===== src/rtl/rxd_pkg.sv =====
package rxd_pkg;
  typedef enum logic [2:0] {
    ST_IDLE,
    ST_RECV,
    ST_SKIP,
    ST_STORE,
    ST_DONE
  } rxd_state_e;

  localparam int FLG_DONE  = 0;
  localparam int FLG_OVR   = 1;
  localparam int FLG_NOBUF = 2;
  localparam int FLG_N     = 3;
endpackage


===== src/rtl/rxd_table.sv =====
module rxd_table #(
  parameter int DEPTH = 8,
  parameter int IDX_W = 3,
  parameter int LEN_W = 11,
  parameter int WHY_W = 2
) (
  input  logic             clk,
  input  logic             rst_n,
  input  logic             hw_we,
  input  logic [IDX_W-1:0] hw_idx,
  input  logic [WHY_W-1:0] hw_why,
  input  logic [LEN_W-1:0] hw_len,
  input  logic             sw_we,
  input  logic [IDX_W-1:0] sw_idx,
  input  logic             sw_own,
  input  logic             sw_wrap,
  input  logic [IDX_W-1:0] q_idx,
  output logic             q_own,
  output logic             q_wrap,
  output logic             r_own,
  output logic             r_wrap,
  output logic [WHY_W-1:0] r_why,
  output logic [LEN_W-1:0] r_len
);
  logic [DEPTH-1:0] own_q;
  logic [DEPTH-1:0] wrap_q;
  logic [WHY_W-1:0] why_q [DEPTH];
  logic [LEN_W-1:0] len_q [DEPTH];

  always_ff @(posedge clk or negedge rst_n) begin
    if (!rst_n) begin
      for (int e = 0; e < DEPTH; e++) begin
        own_q[e]  <= 1'b0;
        wrap_q[e] <= (e == DEPTH - 1);
        why_q[e]  <= '0;
        len_q[e]  <= '0;
      end
    end else begin
      for (int e = 0; e < DEPTH; e++) begin
        // software port first; a hardware update of the same entry wins on ownership
        if (sw_we && sw_idx == IDX_W'(e)) begin
          own_q[e]  <= sw_own;
          wrap_q[e] <= sw_wrap;
        end
        if (hw_we && hw_idx == IDX_W'(e)) begin
          own_q[e] <= 1'b1;
          why_q[e] <= hw_why;
          len_q[e] <= hw_len;
        end
      end
    end
  end

  assign q_own  = own_q[q_idx];
  assign q_wrap = wrap_q[q_idx];
  assign r_own  = own_q[sw_idx];
  assign r_wrap = wrap_q[sw_idx];
  assign r_why  = why_q[sw_idx];
  assign r_len  = len_q[sw_idx];
endmodule


===== src/rtl/rxd_seq.sv =====
module rxd_seq
  import rxd_pkg::*;
#(
  parameter int DEPTH = 8,
  parameter int IDX_W = 3,
  parameter int LEN_W = 11,
  parameter int WHY_W = 2
) (
  input  logic             clk,
  input  logic             rst_n,
  input  logic             frm_start,
  input  logic             frm_end,
  input  logic             frm_good,
  input  logic             fifo_ovr,
  input  logic [WHY_W-1:0] frm_why,
  input  logic [LEN_W-1:0] frm_len,
  input  logic             wr_done,
  input  logic             cur_own,
  input  logic             cur_wrap,
  output logic [IDX_W-1:0] qptr,
  output logic             store_req,
  output logic             desc_we,
  output logic [WHY_W-1:0] desc_why,
  output logic [LEN_W-1:0] desc_len,
  output logic             ev_done,
  output logic             ev_drop,
  output logic             ev_ovr,
  output logic             ev_nobuf
);
  function automatic logic [IDX_W-1:0] ring_next(input logic [IDX_W-1:0] p, input logic w);
    if (w || p == IDX_W'(DEPTH - 1)) return '0;
    return p + 1'b1;
  endfunction

  rxd_state_e st_q, st_d;
  logic [WHY_W-1:0] why_q;
  logic [LEN_W-1:0] len_q;
  logic             latch;

  always_comb begin
    st_d     = st_q;
    ev_nobuf = 1'b0;
    ev_ovr   = 1'b0;
    ev_drop  = 1'b0;
    ev_done  = 1'b0;
    desc_we  = 1'b0;
    latch    = 1'b0;
    unique case (st_q)
      ST_IDLE: if (frm_start) begin
        if (cur_own) begin
          ev_nobuf = 1'b1;
          st_d     = ST_SKIP;
        end else begin
          st_d = ST_RECV;
        end
      end
      ST_RECV: if (fifo_ovr) begin
        ev_ovr = 1'b1;
        st_d   = frm_end ? ST_IDLE : ST_SKIP;
      end else if (frm_end) begin
        if (frm_good) begin
          latch = 1'b1;
          st_d  = ST_STORE;
        end else begin
          ev_drop = 1'b1;
          st_d    = ST_IDLE;
        end
      end
      ST_SKIP: if (frm_end) st_d = ST_IDLE;
      ST_STORE: if (wr_done) begin
        desc_we = 1'b1;
        st_d    = ST_DONE;
      end
      ST_DONE: begin
        ev_done = 1'b1;
        st_d    = ST_IDLE;
      end
      default: st_d = ST_IDLE;
    endcase
  end

  always_ff @(posedge clk or negedge rst_n) begin
    if (!rst_n) begin
      st_q  <= ST_IDLE;
      qptr  <= '0;
      why_q <= '0;
      len_q <= '0;
    end else begin
      st_q <= st_d;
      if (latch) begin
        why_q <= frm_why;
        len_q <= frm_len;
      end
      if (desc_we) qptr <= ring_next(qptr, cur_wrap);
    end
  end

  assign store_req = (st_q == ST_STORE);
  assign desc_why  = why_q;
  assign desc_len  = len_q;
endmodule


===== src/rtl/rxd_flags.sv =====
module rxd_flags
  import rxd_pkg::*;
#(
  parameter int CNT_W = 4
) (
  input  logic             clk,
  input  logic             rst_n,
  input  logic [FLG_N-1:0] ev_set,
  input  logic [FLG_N-1:0] clr,
  input  logic             ev_drop,
  output logic [FLG_N-1:0] flags,
  output logic [CNT_W-1:0] drop_cnt
);
  function automatic logic [CNT_W-1:0] sat_inc(input logic [CNT_W-1:0] v);
    return (&v) ? v : v + 1'b1;
  endfunction

  for (genvar b = 0; b < FLG_N; b++) begin : g_flag
    always_ff @(posedge clk or negedge rst_n) begin
      if (!rst_n) flags[b] <= 1'b0;
      else        flags[b] <= ev_set[b] | (flags[b] & ~clr[b]);
    end
  end

  always_ff @(posedge clk or negedge rst_n) begin
    if (!rst_n)       drop_cnt <= '0;
    else if (ev_drop) drop_cnt <= sat_inc(drop_cnt);
  end
endmodule


===== src/rtl/rx_desc_ring.sv =====
module rx_desc_ring
  import rxd_pkg::*;
#(
  parameter int DEPTH = 8,
  parameter int IDX_W = $clog2(DEPTH),
  parameter int LEN_W = 11,
  parameter int WHY_W = 2,
  parameter int CNT_W = 4
) (
  input  logic             clk,
  input  logic             rst_n,
  input  logic             frm_start,
  input  logic             frm_end,
  input  logic             frm_good,
  input  logic             fifo_ovr,
  input  logic [WHY_W-1:0] frm_why,
  input  logic [LEN_W-1:0] frm_len,
  input  logic             wr_done,
  output logic             store_req,
  input  logic             sw_we,
  input  logic [IDX_W-1:0] sw_idx,
  input  logic             sw_own,
  input  logic             sw_wrap,
  output logic             rd_own,
  output logic             rd_wrap,
  output logic [WHY_W-1:0] rd_why,
  output logic [LEN_W-1:0] rd_len,
  input  logic [2:0]       irq_clr,
  output logic [2:0]       irq_flags,
  output logic [CNT_W-1:0] drop_cnt,
  output logic [IDX_W-1:0] qptr
);
  logic             cur_own, cur_wrap, desc_we;
  logic [WHY_W-1:0] desc_why;
  logic [LEN_W-1:0] desc_len;
  logic             ev_done, ev_drop, ev_ovr, ev_nobuf;
  logic [FLG_N-1:0] ev_set;

  rxd_table #(.DEPTH(DEPTH), .IDX_W(IDX_W), .LEN_W(LEN_W), .WHY_W(WHY_W)) u_table (
    .clk(clk), .rst_n(rst_n),
    .hw_we(desc_we), .hw_idx(qptr), .hw_why(desc_why), .hw_len(desc_len),
    .sw_we(sw_we), .sw_idx(sw_idx), .sw_own(sw_own), .sw_wrap(sw_wrap),
    .q_idx(qptr), .q_own(cur_own), .q_wrap(cur_wrap),
    .r_own(rd_own), .r_wrap(rd_wrap), .r_why(rd_why), .r_len(rd_len)
  );

  rxd_seq #(.DEPTH(DEPTH), .IDX_W(IDX_W), .LEN_W(LEN_W), .WHY_W(WHY_W)) u_seq (
    .clk(clk), .rst_n(rst_n),
    .frm_start(frm_start), .frm_end(frm_end), .frm_good(frm_good),
    .fifo_ovr(fifo_ovr), .frm_why(frm_why), .frm_len(frm_len),
    .wr_done(wr_done), .cur_own(cur_own), .cur_wrap(cur_wrap),
    .qptr(qptr), .store_req(store_req), .desc_we(desc_we),
    .desc_why(desc_why), .desc_len(desc_len),
    .ev_done(ev_done), .ev_drop(ev_drop), .ev_ovr(ev_ovr), .ev_nobuf(ev_nobuf)
  );

  always_comb begin
    ev_set            = '0;
    ev_set[FLG_DONE]  = ev_done;
    ev_set[FLG_OVR]   = ev_ovr;
    ev_set[FLG_NOBUF] = ev_nobuf;
  end

  rxd_flags #(.CNT_W(CNT_W)) u_flags (
    .clk(clk), .rst_n(rst_n),
    .ev_set(ev_set), .clr(irq_clr), .ev_drop(ev_drop),
    .flags(irq_flags), .drop_cnt(drop_cnt)
  );
endmodule


===== config.mk =====
export PLATFORM = sky130hd
export DESIGN_NAME = rx_desc_ring
export DESIGN_NICKNAME = d
export VERILOG_FILES = /design/src/rtl/rxd_pkg.sv /design/src/rtl/rxd_table.sv /design/src/rtl/rxd_seq.sv /design/src/rtl/rxd_flags.sv /design/src/rtl/rx_desc_ring.sv
export SDC_FILE = /design/constraint.sdc
export NUM_CORES = 1
export LEC_CHECK = 0
export ABC_AREA = 1
export BUFFER_PORTS_ARGS = -buffer_cell sky130_fd_sc_hd__buf_2
export CAP_MARGIN = 30
export CORE_ASPECT_RATIO = 1.1
export CORE_MARGIN = 4
export CORE_UTILIZATION = 55
export DETAILED_ROUTE_END_ITERATION = 10
export PLACE_DENSITY = 0.83
export SLEW_MARGIN = 10
export SYNTH_ARGS = -nofsm -noshare
export SYNTH_HDL_FRONTEND = slang
export SYNTH_HIERARCHICAL = 1
export SYNTH_SLANG_ARGS = --single-unit

===== constraint.sdc =====
create_clock -name clk -period 2.96 [get_ports clk]
set_input_delay 0 -clock clk [delete_from_list [all_inputs] [get_ports clk]]
set_output_delay 0 -clock clk [all_outputs]
set_load 0.1 [all_outputs]

After elaboration in Yosys (flattened, before gate mapping)
Cells that the tools add are included.
Widths: inputs -> output; s select.
{ "word_totals": {"word_cells": 168, "input_bits": 29, "register_bits": 146, "output_inout_bits": 26} }
{ "classes": {"n_addsub": 2, "reduce_logical": 31, "n_lt_le_gt_ge": 3, "n_mux": 59, "n_bitwise": 11, "eq_ne": 22} }
{ "ops": {"columns": ["cell", "n"], "rows": [
  ["$mux 1", 38],
  ["$bmux 11 s3", 1],
  ["$eq 3x3->1 const B", 9],
  ["$mux 11", 2],
  ["$mux 3", 7],
  ["$eq 3x2->1 const B", 6],
  ["$logic_and 1x1->1", 16],
  ["$reduce_bool 2->1", 8],
  ["$bmux 1 s3", 4],
  ["$pmux 3 s4", 1],
  ["$mux 2", 5],
  ["$eq 3x1->1 const B", 3],
  ["$logic_not 3->1", 3],
  ["$lt 3x4->1 const B", 2],
  ["$reduce_and 4->1", 2],
  ["$bmux 2 s3", 1],
  ["$ne 2x2->1 const B", 3],
  ["$add 4x1->4 const B", 1],
  ["$ge 4x4->1 const B", 1],
  ["$not 1->1", 4],
  ["$not 3->4", 1],
  ["$add 3x1->3 const B", 1],
  ["$and 1x1->1", 3],
  ["$ne 3x3->1 const B", 1],
  ["other kinds (3)", 5]
]} }

Logic depth before layout (Yosys ltp)
{ "logic_depth": {"ltp_word": 6, "depth_mapped": 12, "mapped_depth_nobuf": 11} }

Modules after synthesis
Netlist, hierarchy kept.
{ "modules_own_cells": {"columns": ["mod", "seq_area_each_um2", "cells_each", "instances", "area_per_inst_um2"], "rows": [
  ["rxd_table", 3004.1, 827, 1, 5957.0],
  ["rxd_seq", 475.5, 119, 1, 973.4],
  ["rxd_flags", 175.2, 33, 1, 320.3]
]} }

Worst setup path before layout
Ideal clock, no wire load.
{ "synth_path": {"kind": "register -> register", "start": "register u_seq.st_q[0]", "end": "register u_seq.st_q[0]", "required_ns": 2.837, "arrival_ns": 2.154, "slack_ns": 0.683, "path_buffers": 0, "setup_time_ns": 0.123, "stages_incl_launch_ff": 8, "synth_period_minus_slack_ns": 2.277, "cell_sequence": "dfrtp_1 nand2_1 nor2_1 nand2_1 nand2_1 nor2_1 nand2_1 nand2_1"} }
{ "synth_between": {"elab_chain_cells": 3, "elab_cells_between_ends": 10, "classes_between": "7 x eq/ne; 1 x mux; 2 x reduce/logical"} }
{ "synth_rtl": {"columns": ["element", "line", "source"], "rows": [
  ["start, declared", "rxd_seq.sv:35", "rxd_state_e st_q, st_d;"],
  ["start signal, assigned", "rxd_seq.sv:89", "st_q <= st_d;"],
  ["$eq 3x2->1 *", null, null],
  ["net store_req", "rx_desc_ring.sv:19", "output logic store_req,"],
  ["$ne 2x2->1 (no source line)", null, null],
  ["$reduce_and 4->1 (no source line)", null, null]
]} }
Mark *: on every way through the listed nets, which the timed path passes. The rest lies on a longest branch.
A chain may end at the register's enable or synchronous reset.

Worst setup path in the final report
{ "layout_path": {"start": "register u_seq.qptr[0]", "end": "register u_flags.flags[2]"} }
{ "layout_between": {"elab_chain_cells": 6} }
{ "layout_rtl": {"columns": ["element", "line", "source"], "rows": [
  ["start, declared", "rxd_seq.sv:20", "output logic [IDX_W-1:0] qptr,"],
  ["start signal, assigned", "rxd_seq.sv:94", "if (desc_we) qptr <= ring_next(qptr, cur_wrap);"],
  ["$bmux 1 s3", "rxd_table.sv:54", "assign q_own = own_q[q_idx];"],
  ["$mux 1 (implied by the code)", "rxd_table.sv:54", null],
  ["net cur_own", "rx_desc_ring.sv:33", "logic cur_own, cur_wrap, desc_we;"],
  ["$mux 1", "rxd_seq.sv:50", "if (cur_own) begin"],
  ["$mux 1", "rxd_seq.sv:49", "ST_IDLE: if (frm_start) begin"],
  ["$mux 1", "rxd_seq.sv:48", "unique case (st_q)"],
  ["net ev_nobuf", "rx_desc_ring.sv:36", "logic ev_done, ev_drop, ev_ovr, ev_nobuf;"],
  ["$or 1x1->1", "rxd_flags.sv:21", "else flags[b] <= ev_set[b] | (flags[b] & ~clr[b]);"],
  ["end signal, assigned by index", "rxd_flags.sv:21", null],
  ["end, declared", "rxd_flags.sv:11", "output logic [FLG_N-1:0] flags,"]
]} }
The timed path passes the listed nets, and every way through them passes these cells. The select of a mux whose other input is x is not followed.

==> impl_metrics.json <==
{
  "fin_tns_setup_ns": 0,
  "antenna_found_initial": 0,
  "syn_area_per_cell_um2": 7.41,
  "fin_skew_ns": 0.00612,
  "synth_area_um2": 7250,
  "dieHeight_um": 128,
  "synth_top_area_share_pct": 50.0,
  "power.density_nw_per_um2": 1010,
  "final_max_slew_viol_count": 0,
  "crit_fanout": 9,
  "grt_remaining_overflow": 0,
  "ir_worst_vdd_v": 0.000728,
  "die-width_um": 117,
  "synth_cell_types": 28,
  "htree_levels": 4,
  "yosysSeqAreaShare_pct": 50.4,
  "critPathCaptureType": "flop",
  "clk_pin_slew_worst_paths_ns": 0.06,
  "async_flop_share_pct": 100,
  "grt_max_degree": 88,
  "violations": "hold timing",
  "fp.dieArea_um2": 15100,
  "min_path_type": "in -> reg",
  "cts_buffers": 17,
  "fin_crit_sh_pct": 79.1,
  "fillCellCount": 1031,
  "fin_crit_ns": 2.34,
  "rrSetupSlack_ns": 0.62,
  "postCtsSetupRepairBufs": 0,
  "viasPerCell": 5.40,
  "path_class": "reg -> reg",
  "worst_pin_slew_ns": 0.790,
  "core_area_um2": 12800,
  "clock-root-buffer": "clkbuf_16",
  "clock_sinks": 146,
  "grtUsageTotal_pct": 24.6,
  "worstPathRequired_ns": 3.31,
  "min_path_cells": 3,
  "netlist_top_cells_area": "dfrtp_1 50%, nand2_1 26%, o21ai_1 3.5%",
  "avgRoutedWirePerCell_um": 14.8,
  "p_leak_uw": 0.00453,
  "fin_nets": 1072,
  "synthCells": 979,
  "netlist_top_cells_count": "501 x nand2_1, 145 x dfrtp_1, 58 x inv_1, 51 x o21ai_1, 47 x o21ai_0",
  "post-synth-top-count-cell": "nand2_1",
  "drive_gt1_share_pct": 11.5,
  "r2r_cells": 10,
  "clock_path_buffers": 2,
  "synth-main-ff-cell": "dfrtp_1",
  "arrival_ns": 2.69,
  "start_util_pct": 56.9,
  "n_antenna_cell": 0,
  "cts_tree": "yes",
  "startpoint_type": "flop",
  "fin_util_pct": 66.2,
  "portBuffers": 54,
  "rsz0062_at_grt": "false",
  "grt_pass1_wl_mm": 29.9,
  "synth_edf_count": 0,
  "status": "finished with violations",
  "drt_iter0_markers": 711,
  "syn_nets": 1011,
  "yosys_warnings": 6,
  "grt_pass1_vias": 6020,
  "vias": 6538,
  "place_congestion": 0.884,
  "synthToLayoutAreaGrowth_pct": 16.5,
  "drt_pass1_iterations": 9,
  "yosys.area.top_type": "dfrtp_1",
  "finalHoldViolations": 1,
  "relSlewSlack_pct": 47.4,
  "finalWirelength_mm": 17.9,
  "max_freq_mhz": 427,
  "cap_violations": 0,
  "dp_hpwl_mm": 10.8,
  "antenna_left": 0,
  "io_pins": 55,
  "clk_latency_ns": 0.42,
  "rows": 43,
  "route.detailed.drc": 0,
  "setup_viol": 0,
  "timing.hold.ws_ns": -0.000425,
  "ys_ff_latch": 146
}
==> kinds of logic (layout without fill, tap and decap cells) <==
logic type | after synthesis | count (layout) | synth area share (%)
AOI/OAI and AO/OA | 126 | 126 | 9.25
xor gates and xnor gates | 1 | 1 | 0.121
buffers and inverters | 106 | 180 | 6.44
adders and majority gates | 3 | 3 | 0.518
and+or+nand+nor | 597 | 597 | 33.3
DFF | 146 | 146 | 50.4
==> state kept, by name (all words and copies together) (netlist names) <==
signal and flops:
u_table/len_q 88, u_table/why_q 16, u_seq/desc_len 11, u_table/own_q 8, u_table/wrap_q 8, u_flags/drop_cnt 4
u_flags/flags 3, u_seq/qptr 3, u_seq/st_q 3, u_seq/desc_why 2
==> cells in the final DEF, fill, tap and decap left out, drive strengths merged <==
| master | Yosys | routed |
|---|---|---|
| nand4 | 5 | 5 |
| nor3 | 5 | 5 |
| o21bai | 4 | 4 |
| inv | 61 | 61 |
| clkbuf | 10 | 22 |
| o21ai | 106 | 106 |
| a21oi | 16 | 16 |
| nand2 | 510 | 510 |
| dfstp | 1 | 1 |
| dfrtp | 145 | 145 |
| buf | 35 | 60 |
| nand3 | 43 | 43 |
| bufinv | 0 | 3 |
| clkinv | 0 | 6 |
| dlygate4sd3 | 0 | 27 |
| xnor2 | 1 | 1 |
| clkinvlp | 0 | 1 |
| nor2 | 34 | 34 |
| ha | 3 | 3 |
==> critical path: stages (launching register included) <==
cell and delay [ns]:
dfrtp_1 0.57, inv_1 0.24, nand2_1 0.11, nand3_1 0.09
nand2_1 0.10, nand2_1 0.05, nand2_1 0.15, inv_1 0.09
nor3_1 0.21, o21bai_1 0.13, dlygate4sd3_1 0.55
==> per-layer routing <==
metal,routed length (um),up-vias,track usage (%)
met5,0,-,0
met4,364,0,8.00
met3,1330,31,4.92
met2,8430,263,39.8
met1,7820,3072,33.7
li1,-,3172,-
==> what timing repair did <==
action	4_1_cts	5_1_grt
hold endpoints to repair	117	0
gates resized for setup	0	0
hold buffers	27	0
endpoints found under the setup margin	0	0
==> where the power goes <==
group	leakage [uW]	internal (uW)	total [uW]	switching, uW
logic	0.00227	833	3070	2240
clock network	0.000300	1390	2190	801
registers	0.00196	2730	3230	509
total	0.00453	4940	8490	3550
==> final timing paths <==
kind	startpoint	endpoint
worst max register to register	u_seq/qptr[0]	u_flags/flags[2]
max in group asynchronous	rst_n	u_table/wrap_q[7]
min in group asynchronous	rst_n	u_table/len_q[73]
worst min-delay path	frm_end	u_seq/desc_len[2]
worst min register to register	u_seq/desc_len[0]	u_seq/desc_len[0]
worst max-delay path	u_seq/qptr[0]	u_flags/flags[2]
==> through the flow <==
| step | hold WS [ns] | total power [uW] | worst slack, ns | cells | cell area (um2) |
|---|---|---|---|---|---|
| 3_5_place_dp | 0.122 | 6240 | 0.902 | 1151 | 7570 |
| 2_1_floorplan | -0.296 | 5550 | 0.683 | 979 | 7250 |
| 5_1_grt | 0.0203 | 9050 | 0.486 | 1210 | 8440 |
| 6_report | -0.000425 | 8490 | 0.619 | 1210 | 8440 |
| 3_3_place_gp | 0.126 | 6140 | 1.01 | 1151 | 7570 |
| 4_1_cts | 0.00119 | 8490 | 0.669 | 1210 | 8440 |
==> layout make-up <==
| class | instances | area (um2) | area share, % |
|---|---|---|---|
| multi-input cells | 727 | 3130 | 37.1 |
| repair buffers | 87 | 629 | 7.45 |
| clock inverters | 10 | 131 | 1.56 |
| flip-flops and latches | 146 | 3650 | 43.3 |
| inverters | 61 | 229 | 2.71 |
| well taps | 157 | 196 | 2.33 |
| clock buffers | 22 | 474 | 5.62 |
Note: power is estimated with default switching activity, not from simulation.
